<file path="src/rtl/kwd_pkg.sv">
package kwd_pkg;

    localparam int KEY_W = 8;
    localparam logic [KEY_W-1:0] KEY_OPEN  = 8'h55;
    localparam logic [KEY_W-1:0] KEY_CLOSE = 8'hAA;

    typedef enum logic [1:0] {
        SEL_PERIOD = 2'd0,
        SEL_WINDOW = 2'd1,
        SEL_CTRL   = 2'd2
    } reg_sel_e;

    typedef struct packed {
        logic lp_run;
        logic staged;
        logic en;
    } ctrl_t;

    typedef enum logic {
        KS_IDLE  = 1'b0,
        KS_ARMED = 1'b1
    } key_state_e;

    typedef enum logic [1:0] {
        EV_NONE = 2'd0,
        EV_GOOD = 2'd1,
        EV_BAD  = 2'd2
    } svc_ev_e;

    typedef struct packed {
        key_state_e nxt;
        svc_ev_e    ev;
    } key_step_t;

    function automatic key_step_t key_step(key_state_e st, logic [KEY_W-1:0] d, logic in_win);
        key_step_t r;
        r.nxt = KS_IDLE;
        r.ev  = EV_BAD;
        if (st == KS_IDLE && d == KEY_OPEN) begin
            r.nxt = KS_ARMED;
            r.ev  = EV_NONE;
        end else if (st == KS_ARMED && d == KEY_CLOSE) begin
            r.ev = in_win ? EV_GOOD : EV_BAD;
        end
        return r;
    endfunction

endpackage

</file>
<file path="src/rtl/kwd_cfg_regs.sv">
module kwd_cfg_regs
    import kwd_pkg::*;
#(
    parameter int CNT_W = 16,
    parameter logic [CNT_W-1:0] DEF_PERIOD = 1000,
    parameter logic [CNT_W-1:0] DEF_WINDOW = 1000
) (
    input  logic             clk,
    input  logic             rst,
    input  logic             we,
    input  logic [1:0]       addr,
    input  logic [CNT_W-1:0] wdata,
    output logic [CNT_W-1:0] period,
    output logic [CNT_W-1:0] window,
    output ctrl_t            ctrl
);
    localparam int NREG = 3;

    logic [NREG-1:0] locked;
    logic [NREG-1:0] hit;

    for (genvar i = 0; i < NREG; i++) begin : g_hit
        assign hit[i] = we && (addr == 2'(i)) && !locked[i];
    end

    always_ff @(posedge clk) begin
        if (rst) begin
            locked <= '0;
            period <= DEF_PERIOD;
            window <= DEF_WINDOW;
            ctrl   <= '0;
        end else begin
            locked <= locked | hit;
            if (hit[SEL_PERIOD]) period <= wdata;
            if (hit[SEL_WINDOW]) window <= wdata;
            if (hit[SEL_CTRL])   ctrl   <= ctrl_t'(wdata[2:0]);
        end
    end

endmodule

</file>
<file path="src/rtl/kwd_key_seq.sv">
module kwd_key_seq
    import kwd_pkg::*;
(
    input  logic             clk,
    input  logic             rst,
    input  logic             active,
    input  logic             we,
    input  logic [KEY_W-1:0] data,
    input  logic             in_win,
    output svc_ev_e          ev
);
    key_state_e st;
    key_step_t  step;

    always_comb begin
        step = key_step(st, data, in_win);
        ev   = (active && we) ? step.ev : EV_NONE;
    end

    always_ff @(posedge clk) begin
        if (rst || !active) st <= KS_IDLE;
        else if (we)        st <= step.nxt;
    end

endmodule

</file>
<file path="src/rtl/kwd_timer.sv">
module kwd_timer
    import kwd_pkg::*;
#(
    parameter int CNT_W   = 16,
    parameter int RST_CYC = 16
) (
    input  logic             clk,
    input  logic             rst,
    input  ctrl_t            ctrl,
    input  logic [CNT_W-1:0] period,
    input  logic [CNT_W-1:0] window,
    input  logic             tick,
    input  logic             lp_mode,
    input  svc_ev_e          ev,
    output logic [CNT_W-1:0] cnt,
    output logic             in_win,
    output logic             busy,
    output logic             irq
);
    localparam int RC_W = $clog2(RST_CYC + 1);

    logic [RC_W-1:0] rc;
    logic            run;

    assign run    = tick && (!lp_mode || ctrl.lp_run);
    assign busy   = (rc != '0);
    assign in_win = (cnt <= window);

    always_ff @(posedge clk) begin
        if (rst) begin
            cnt <= '0;
            rc  <= '0;
            irq <= 1'b0;
        end else begin
            if (busy) rc <= rc - 1'b1;
            if (!ctrl.en) begin
                cnt <= period;
                irq <= 1'b0;
            end else if (busy) begin
                cnt <= period;
            end else if (ev == EV_BAD) begin
                rc  <= RC_W'(RST_CYC);
                cnt <= period;
                irq <= 1'b0;
            end else if (ev == EV_GOOD) begin
                cnt <= period;
                irq <= 1'b0;
            end else if (run) begin
                if (cnt == '0) begin
                    cnt <= period;
                    if (ctrl.staged && !irq) begin
                        irq <= 1'b1;
                    end else begin
                        irq <= 1'b0;
                        rc  <= RC_W'(RST_CYC);
                    end
                end else begin
                    cnt <= cnt - 1'b1;
                end
            end
        end
    end

endmodule

</file>
<file path="src/rtl/kwd_watchdog.sv">
module kwd_watchdog
    import kwd_pkg::*;
#(
    parameter int CNT_W   = 16,
    parameter int RST_CYC = 16,
    parameter logic [CNT_W-1:0] DEF_PERIOD = 1000,
    parameter logic [CNT_W-1:0] DEF_WINDOW = 1000
) (
    input  logic             clk,
    input  logic             rst,
    input  logic             cfg_we,
    input  logic [1:0]       cfg_addr,
    input  logic [CNT_W-1:0] cfg_wdata,
    input  logic             svc_we,
    input  logic [7:0]       svc_data,
    input  logic             cnt_en,
    input  logic             lp_mode,
    output logic             irq,
    output logic             rst_req
);
    logic [CNT_W-1:0] period_q;
    logic [CNT_W-1:0] window_q;
    ctrl_t            ctrl_q;
    logic [CNT_W-1:0] cnt_q;
    logic             in_win;
    logic             busy;
    svc_ev_e          svc_ev;

    kwd_cfg_regs #(
        .CNT_W(CNT_W), .DEF_PERIOD(DEF_PERIOD), .DEF_WINDOW(DEF_WINDOW)
    ) u_cfg (
        .clk(clk), .rst(rst), .we(cfg_we), .addr(cfg_addr), .wdata(cfg_wdata),
        .period(period_q), .window(window_q), .ctrl(ctrl_q)
    );

    kwd_key_seq u_key (
        .clk(clk), .rst(rst), .active(ctrl_q.en && !busy), .we(svc_we),
        .data(svc_data), .in_win(in_win), .ev(svc_ev)
    );

    kwd_timer #(.CNT_W(CNT_W), .RST_CYC(RST_CYC)) u_tmr (
        .clk(clk), .rst(rst), .ctrl(ctrl_q), .period(period_q), .window(window_q),
        .tick(cnt_en), .lp_mode(lp_mode), .ev(svc_ev), .cnt(cnt_q),
        .in_win(in_win), .busy(busy), .irq(irq)
    );

    assign rst_req = busy;

endmodule

</file>
<file path="config.mk">
export PLATFORM = sky130hd
export DESIGN_NAME = kwd_watchdog
export DESIGN_NICKNAME = d
export VERILOG_FILES = /design/src/rtl/kwd_pkg.sv /design/src/rtl/kwd_cfg_regs.sv /design/src/rtl/kwd_key_seq.sv /design/src/rtl/kwd_timer.sv /design/src/rtl/kwd_watchdog.sv
export SDC_FILE = /design/constraint.sdc
export NUM_CORES = 1
export LEC_CHECK = 0
export BUFFER_PORTS_ARGS = -buffer_cell sky130_fd_sc_hd__buf_4
export CAP_MARGIN = 20
export CORE_MARGIN = 10
export CORE_UTILIZATION = 50
export CTS_CLUSTER_SIZE = 40
export DETAILED_ROUTE_END_ITERATION = 7
export PLACE_DENSITY = 0.72
export SLEW_MARGIN = 5
export SYNTH_ARGS = -nofsm -noshare
export SYNTH_HDL_FRONTEND = slang
export SYNTH_HIERARCHICAL = 1
export SYNTH_SLANG_ARGS = --single-unit
</file>
<file path="constraint.sdc">
create_clock -name clk -period 3 [get_ports clk]
set_input_delay 0.15 -clock clk [delete_from_list [all_inputs] [get_ports clk]]
set_output_delay 0.15 -clock clk [all_outputs]
set_load 0.01 [all_outputs]
</file>
# --- Word-level counts from Yosys, hierarchy flattened ---
# Cells that the tools add are included.
classes:
  addsub: 2
  magnitude_cmp: 1
  eq_ne: 7
  muxes: 24
  n_bitwise: 4
  reduce_logical: 28
ops:
  columns: ["operator", "n"]
  rows:
  - ["$mux W16", 6]
  - ["$mux W5", 8]
  - ["$le A16 B16 Y1", 1]
  - ["$logic_not A16 Y1", 1]
  - ["$sub A16 B1 Y16 const B", 1]
  - ["$logic_and A1 B1 Y1", 12]
  - ["$eq A8 B7 Y1 const B", 1]
  - ["$eq A8 B8 Y1 const B", 1]
  - ["$mux W2", 4]
  - ["$logic_not A1 Y1", 7]
  - ["$mux W1", 6]
  - ["$reduce_bool A3 Y1", 2]
  - ["$ne A5 B2 Y1 const B", 1]
  - ["$reduce_bool A5 Y1", 1]
  - ["$sub A5 B1 Y5 const B", 1]
  - ["$eq A2 B1 Y1 const B", 2]
  - ["$eq A2 B2 Y1 const B", 2]
  - ["$not A1 Y1", 3]
  - ["$or A3 B3 Y3", 1]
  - ["$reduce_and A3 Y1", 1]
  - ["$logic_not A2 Y1", 1]
  - ["$logic_or A1 B1 Y1", 2]
  - ["$reduce_or A2 Y1", 1]
totals:
  ff_bits: 61
  in_bits: 32
  output_inout_bits: 2
  elab_cells: 76

# --- Longest topological paths before layout ---
# Gate-level depths: netlist of the first run.
depth:
  word_depth: 10
  mapped_depth: 17
  depth_no_buf: 16

# --- Cells and area by module ---
# The synthesis of the first run kept the hierarchy.
by_module_without_submodules:
  columns: ["mod", "instances", "cells_each", "area_per_inst_um2"]
  rows:
  - ["kwd_timer", 1, 242, 1939.4]
  - ["kwd_cfg_regs", 1, 148, 1552.7]
  - ["kwd_key_seq", 1, 14, 125.1]
  - ["kwd_watchdog", 1, 1, 13.8]

# --- Worst setup path before layout of the first run ---
# OpenSTA, ideal clock, no wires.
synth_path:
  path_kind: "flip-flop to flip-flop"
  from: "register u_cfg.window[9]"
  to: "register u_tmr.cnt[9]"
  setup_time_ps: 79
  t_arrival_ps: 2924
  t_required_ps: 2921
  slack_ps: -3
  path_stages_with_launch: 17
  period_less_slack_ps: 3003
  cell_sequence: "dfxtp_1 inv_1 ha_1 a211o_1 o211ai_1 a21oi_1 o211a_1 o21ai_0 nand4_1 nor2_1 inv_1 ha_1 nor2_1 and3_1 o21ai_4 or4_1 o211ai_1"
synth_between:
  elab_chain_len: 10
  elab_cells_between_ends: 12
synth_lines:
  columns: ["element", "line", "source"]
  rows:
  - ["start: declaration", "kwd_cfg_regs.sv:14", "output logic [CNT_W-1:0] window,"]
  - ["start signal: assignment", "kwd_cfg_regs.sv:35", "if (hit[SEL_WINDOW]) window <= wdata;"]
  - ["$le A16 B16 Y1 *", "kwd_timer.sv:27", "assign in_win = (cnt <= window);"]
  - ["named net in_win", "kwd_watchdog.sv:25", "logic in_win;"]
  - ["$mux W2 *", "kwd_pkg.sv:43", "r.ev = in_win ? EV_GOOD : EV_BAD;"]
  - ["$mux W2 *", "kwd_pkg.sv:42", "end else if (st == KS_ARMED && d == KEY_CLOSE) begin"]
  - ["$mux W2 *", "kwd_pkg.sv:39", "if (st == KS_IDLE && d == KEY_OPEN) begin"]
  - ["$mux W2 *", "kwd_key_seq.sv:17", "ev = (active && we) ? step.ev : EV_NONE;"]
  - ["named net svc_ev[0]", "kwd_watchdog.sv:27", "svc_ev_e svc_ev;"]
  - ["$eq A2 B1 Y1", "kwd_timer.sv:45", "end else if (ev == EV_GOOD) begin"]
  - ["$mux W16", "kwd_timer.sv:45", null]
  - ["$mux W16", "kwd_timer.sv:41", "end else if (ev == EV_BAD) begin"]
  - ["$mux W16", "kwd_timer.sv:39", "end else if (busy) begin"]
  - ["$mux W16", "kwd_timer.sv:36", "if (!ctrl.en) begin"]
  - ["end signal: assignment", "kwd_timer.sv:37", "cnt <= period;"]
  - ["end signal: assignment", "kwd_timer.sv:40", "cnt <= period;"]
  - ["end signal: assignment", "kwd_timer.sv:46", "cnt <= period;"]
  - ["end: declaration", "kwd_timer.sv:15", "output logic [CNT_W-1:0] cnt,"]
# Mark *: on every way through the listed nets, which the timed path passes. The rest lies on a longest branch.
# A chain may end at the register's enable or synchronous reset.

# --- Final worst setup path of the first run ---
layout_path:
  from: "register u_cfg.window[5]"
  to: "register u_tmr.cnt[13]"
# Same word-level chain as after synthesis.

==> flow_metrics.py, run 1 <==
metrics = {
    "finish": {
        "area_growth_pct": 30.8,
        "final_core_util": 0.666,
        "final_cell_area_sq_um": 4750,
        "n_antenna_cell": 0,
        "seqCellArea_sq_um": 1230,
        "fillCellCount": 607,
        "multiInputGateArea_sq_um": 2400,
        "drive_gt1_frac": 0.334,
        "nets": 533,
        "final_common_cell": "buf_4",
        "most-common-layout-cells": "buf_4 (80), dfxtp_1 (54), mux2i_1 (38), nand2b_1 (36), nor2_1 (30)",
    },
    "timing": {
        "fin_crit_sh": 1.04,
        "grt_setup_unrepaired": "yes",
        "setup_slack_ns": -0.119,
        "fmax_ghz": 0.321,
        "skew_ns": 0.00807,
        "period_needed_ns": 3.12,
        "setup_viol": 12,
        "setup-tns-final_ns": -0.809,
        "worstMarginPinSlew_ns": 0.933,
        "slew_violations": 0,
        "final_hold_viol_count": 0,
        "slew_headroom": 0.369,
    },
    "drt": {
        "routed_via_density": 5.71,
        "drtAntennaViolNets": 0,
        "first_iter_violations": 296,
        "wl_per_cell_microns": 17.0,
        "post-route-drc-count": 0,
        "routed_wl_mm": 9.96,
        "vias": 3333,
        "firstDrtPassIters": 5,
    },
    "clock_network": {
        "root_buffer": "clkbuf_8",
        "clkSlewWorstSetupHoldPaths_ns": 0.07,
        "clockBufferDepth": 2,
        "numClockSinks": 61,
        "holdBufCountCts": 0,
        "clk-insertion-delay-late_ns": 0.35,
        "numCtsBuffers": 9,
        "cts_tree": "done",
        "htree_levels": 3,
    },
    "yosys": {
        "synth-adder-area-share": 0.0724,
        "async_flop_share": 0,
        "synth-compound-area-share": 0.130,
        "yosysSeqAreaShare": 0.336,
        "synth_simple_gate_area_frac": 0.279,
        "ys.flop_type": "dfxtp_1",
        "synth.top_cell.area_share": 0.336,
        "yosysWarnings": 6,
        "synth_top_cell_by_area": "dfxtp_1",
        "synthTopCellsByArea": "dfxtp_1 (34%), mux2i_1 (10%), ha_1 (7.2%)",
        "avgSynthCellArea_sq_um": 8.97,
        "synth_cells": 405,
        "synth_area_sq_um": 3630,
        "synth_top_family_by_area": "simple AND/OR/NAND/NOR gates",
        "synth_mux_area_frac": 0.105,
        "synth_xor_area_frac": 0.00724,
        "synth_edf_count": 0,
        "ys_seq_elements": 61,
        "synth_nets": 458,
        "yosys.cell_types.count": 70,
    },
    "pwr": {
        "ir_drop_mv": 0.303,
        "p_total_uw": 2400,
        "power_density_nw_per_um2": 506,
        "p_leak_uw": 0.00197,
    },
    "grt": {
        "antenna_found_initial": 0,
        "grt_max_degree": 46,
        "grt_pass1_vias": 3159,
        "track_usage": 0.174,
        "top_usage_layer": "met2",
        "met1_usage": 0.236,
        "grt_pass1_wl_mm": 15.9,
        "met2_usage": 0.262,
        "grt.met3_usage": 0.0438,
        "overflow": 0,
    },
    "place": {
        "gp_congestion": 0.932,
        "dp_hpwl_mm": 6.90,
        "port_buffers": 33,
        "place_area_sq_um": 4210,
        "dp_slack_ns": -0.295,
    },
    "hold_path": {
        "whs_path_depth": 3,
        "worstHoldPathType": "input pin to register",
        "worstHoldStart": "cfg_wdata[8]",
        "hold_end": "u_cfg/window[8]",
    },
    "floorplanning": {
        "ios": 34,
        "die_area_sq_um": 11100,
        "die_h_microns": 105,
        "die_x_microns": 105,
        "start_util": 0.509,
        "core-area_sq_um": 7140,
        "row_count": 31,
    },
    "worst_setup_path": {
        "rrSetupSlack_ns": -0.12,
        "cp_max_fo": 6,
        "crit_type": "register to register",
        "worstPathRequired_ns": 3.24,
        "cp-startpoint": "u_cfg/window[5]",
        "cp-start-kind": "register",
        "crit_path_end_kind": "register",
        "r2r_end": "u_tmr/cnt[13]",
        "ff2ff_path_depth": 16,
        "arrival_ns": 3.36,
        "r2r_start": "u_cfg/window[5]",
    },
    "run_status": {
        "violations": "negative setup slack",
        "outcome": "finished, violations left",
    },
    "run": {
        "maxCapViolCount": 0,
    },
}
==> area by class of cell <==
type                    instances  share of cell area
repair buffers                 84               0.136
clock buffers                  12              0.0327
well taps                      99              0.0261
multi-input cells             291               0.506
inverters                      33              0.0261
clock inverters                 4              0.0147
flip-flops and latches         61               0.259
==> cells by family (layout without fill, tap and decap cells) <==
kind of cell,after synthesis,count (layout)
simple gates,166,166
compound gates,63,63
flops,61,61
buf+inv,53,133
mux,38,38
fa+ha+maj,21,21
xor+xnor,3,3
==> state kept, by name, summed over array words and instances (netlist names) <==
register / cells
u_cfg/period: 16
u_tmr/cnt: 16
u_cfg/locked: 3
u_cfg/window: 16
u_key/st: 1
u_cfg/ctrl: 3
u_tmr/rc: 5
u_tmr/irq: 1
==> metal layers <==
layer / vias to the layer above / part of all wire
li1: 1617 / -
met1: 1570 / 0.47
met2: 126 / 0.45
met3: 20 / 0.057
met4: 0 / 0.018
met5: - / 0
==> Yosys cell counts (all sizes together), types with 3 or more instances <==
master   n
nor2b    6
nand3   12
nand2b  36
nor4     5
xnor2    3
nor3    18
o221ai   4
nor2    34
and4bb   3
nand4    8
mux2i   38
o211ai   4
dfxtp   61
or3      6
inv     33
buf     11
nand2   12
nor4b    3
clkbuf   9
ha      21
o21ai    9
and3     5
a21oi   15
or4      4
nand4b   3
==> through the flow <==
| step | hold WS (ns) | std cells |
|---|---|---|
| 3_5_place_dp | 0.425 | 561 |
| 3_3_place_gp | 0.412 | 561 |
| 6_report | 0.0680 | 584 |
| 4_1_cts | 0.0654 | 581 |
| 5_1_grt | 0.0748 | 584 |
| 2_1_floorplan | 0.308 | 405 |
==> what timing repair did <==
action | 4_1_cts | 5_1_grt
endpoints found under the setup margin | 16 | 19
buffers inserted | 4 | 3
pin swaps | 20 | 19
resized for setup | 34 | 32
==> worst max path at each step <==
stage	to	slack (ns)	depth (start not counted)
after floorplan	u_tmr/cnt[9]	0.04	16
after global placement	u_tmr/cnt[6]	-0.12	14
after detailed placement	u_tmr/cnt[5]	-0.29	17
after CTS	u_tmr/cnt[13]	-0.01	17
after global routing	u_tmr/cnt[13]	-0.26	18
final	u_tmr/cnt[13]	-0.12	16
==> report_power, final <==
group | internal (uW) | leakage, uW | switching, uW
combinational | 309 | 0.00136 | 331
sequential | 869 | 0.000499 | 50.3
clock | 511 | 0.000116 | 332
==> worst max-delay path, stage by stage, from the launching register on <==
cell and delay (ns):
dfxtp_1 0.33, inv_1 0.05, ha_1 0.30, nand4_1 0.20, a21o_1 0.22, a32oi_2 0.16
o21ai_1 0.11, nand4_1 0.14, o2111a_2 0.28, inv_2 0.06, ha_4 0.17, nor2_4 0.13
and3_4 0.22, o21ai_4 0.09, buf_6 0.15, and3_4 0.16, a311o_1 0.25
No activity file was read; power rests on OpenSTA's default activity.
==> inputs of run 2 (changes only) <==
--- a/config.mk
+++ b/config.mk
@@ -11,7 +11,7 @@
 export CORE_UTILIZATION = 50
 export CTS_CLUSTER_SIZE = 40
 export DETAILED_ROUTE_END_ITERATION = 7
-export PLACE_DENSITY = 0.72
+export PLACE_DENSITY = 0.69
 export SLEW_MARGIN = 5
 export SYNTH_ARGS = -nofsm -noshare
 export SYNTH_HDL_FRONTEND = slang
==> constraint.sdc (replaced) <==
create_clock -name clk -period 3.75 [get_ports clk]
set_input_delay 0.1875 -clock clk [delete_from_list [all_inputs] [get_ports clk]]
set_output_delay 0.1875 -clock clk [all_outputs]
set_load 0.01 [all_outputs]
==> flow_metrics.py, run 2 (synthesis results as in run 1) <==
metrics = {
    "drt": {
        "routed_via_density": 5.70,
        "post-route-drc-count": 0,
        "drtAntennaViolNets": 0,
        "routed_wl_mm": 8.55,
        "first_iter_violations": 358,
        "firstDrtPassIters": 5,
        "wl_per_cell_microns": 15.8,
        "vias": 3076,
    },
    "timing": {
        "setup-tns-final_ns": 0,
        "slew_headroom": 0.315,
        "period_needed_ns": 3.43,
        "fin_crit_sh": 0.914,
        "grt_setup_unrepaired": "yes",
        "worstMarginPinSlew_ns": 1.01,
        "setup_viol": 0,
        "fmax_ghz": 0.292,
        "slew_violations": 0,
        "skew_ns": 0.0111,
        "final_hold_viol_count": 0,
    },
    "pwr": {
        "ir_drop_mv": 0.228,
        "power_density_nw_per_um2": 435,
        "p_leak_uw": 0.00173,
    },
    "worst_setup_path": {
        "cp_max_fo": 18,
        "cp-start-kind": "register",
        "worstPathRequired_ns": 4.02,
        "crit_type": "register to register",
        "arrival_ns": 3.69,
        "crit_path_end_kind": "register",
    },
    "floorplanning": {
        "ios": 34,
        "core-area_sq_um": 7140,
        "die_area_sq_um": 11100,
        "die_h_microns": 105,
        "start_util": 0.509,
        "row_count": 31,
        "die_x_microns": 105,
    },
    "place": {
        "place_area_sq_um": 3930,
        "dp_hpwl_mm": 6.09,
        "gp_congestion": 0.884,
        "dpl.cell_count": 524,
        "port_buffers": 33,
    },
    "finish": {
        "n_antenna_cell": 0,
        "area_growth_pct": 14.4,
        "stdcell_count": 540,
        "nets": 489,
        "final_cell_area_sq_um": 4150,
        "final_common_cell": "dfxtp_1",
        "reg_top3": "u_cfg/period: 16 flops, u_cfg/window: 16 flops, u_tmr/cnt: 16 flops",
        "drive_gt1_frac": 0.161,
        "most-common-layout-cells": "dfxtp_1 (61), buf_4 (40), mux2i_1 (38), nand2b_1 (36), nor2_1 (34)",
        "fillCellCount": 661,
    },
    "clock_network": {
        "clkSlewWorstSetupHoldPaths_ns": 0.07,
        "holdBufCountCts": 0,
        "root_buffer": "clkbuf_8",
        "clockBufferDepth": 2,
        "clk-insertion-delay-late_ns": 0.35,
        "numClockSinks": 61,
        "numCtsBuffers": 9,
        "htree_levels": 3,
        "cts_tree": "done",
    },
    "run": {
        "maxCapViolCount": 0,
    },
    "run_status": {
        "outcome": "completed",
    },
    "grt": {
        "track_usage": 0.153,
        "grt_max_degree": 76,
        "grt_pass1_vias": 2829,
        "overflow": 0,
        "grt_pass1_wl_mm": 14.1,
        "antenna_found_initial": 0,
    },
    "hold_path": {
        "worstHoldPathType": "input pin to register",
    },
}
run 2: path summary, 6_finish.rpt:
check,start,end,slack (ns),depth (start not counted)
setup / recovery,u_cfg/window[9],u_tmr/cnt[9],0.32,16
setup reg to reg,u_cfg/window[9],u_tmr/cnt[9],0.32,16
hold / removal,cfg_wdata[6],u_cfg/period[6],0.11,3
hold reg to reg,u_cfg/locked[2],u_cfg/locked[2],0.45,2
run 2: stage by stage:
step / worst slack (ns) / total power (uW) / utilization / hold WS (ns)
final: 0.322 / 1810 / 0.582 / 0.106
after global routing: -0.00852 / 1900 / 0.582 / 0.108
after CTS: 0.254 / 1820 / 0.582 / 0.0956
after detailed placement: 0.283 / 1150 / 0.550 / 0.438
after global placement: 0.441 / 1140 / 0.550 / 0.430
after floorplan: 0.747 / 1030 / - / 0.346
run 2: metal layers:
metal,track usage,part of all wire
met5,0,0
met4,0.0745,0.020
met3,0.0347,0.062
met2,0.218,0.42
met1,0.211,0.50
run 2: report_power, final:
group / leakage, uW / internal [uW] / switching (uW) / total (uW)
sequential: 0.000498 / 695 / 45.5 / 740
combinational: 0.00112 / 188 / 211 / 399
clock: 0.000116 / 409 / 261 / 669
total: 0.00173 / 1290 / 517 / 1810
run 2: area by class of cell:
cell class	count	area, sq um	area share
multi-input combinational	291	2160	0.520
sequential	61	1220	0.294
timing repair buffer	40	300	0.0723
clock buffer	12	155	0.0374
inverter	33	124	0.0298
tap	99	124	0.0298
clock inverter	4	70.1	0.0169
run 2: worst max-delay path: stages, from the launching register on:
cell      delay, ns
dfxtp_1        0.33
inv_1          0.05
ha_1           0.30
a211o_1        0.30
o211ai_1       0.08
a21oi_1        0.09
o211a_1        0.22
o21ai_0        0.20
nand4_1        0.15
nor2_1         0.15
inv_1          0.06
ha_1           0.20
nor2_1         0.14
and3_2         0.30
o21ai_4        0.17
or4_1          0.51
o211ai_1       0.10
run 2: repair_timing:
item | in CTS | in global routing
gates resized for setup | 0 | 2
buffers inserted | 0 | 0
setup endpoints to repair | 0 | 5
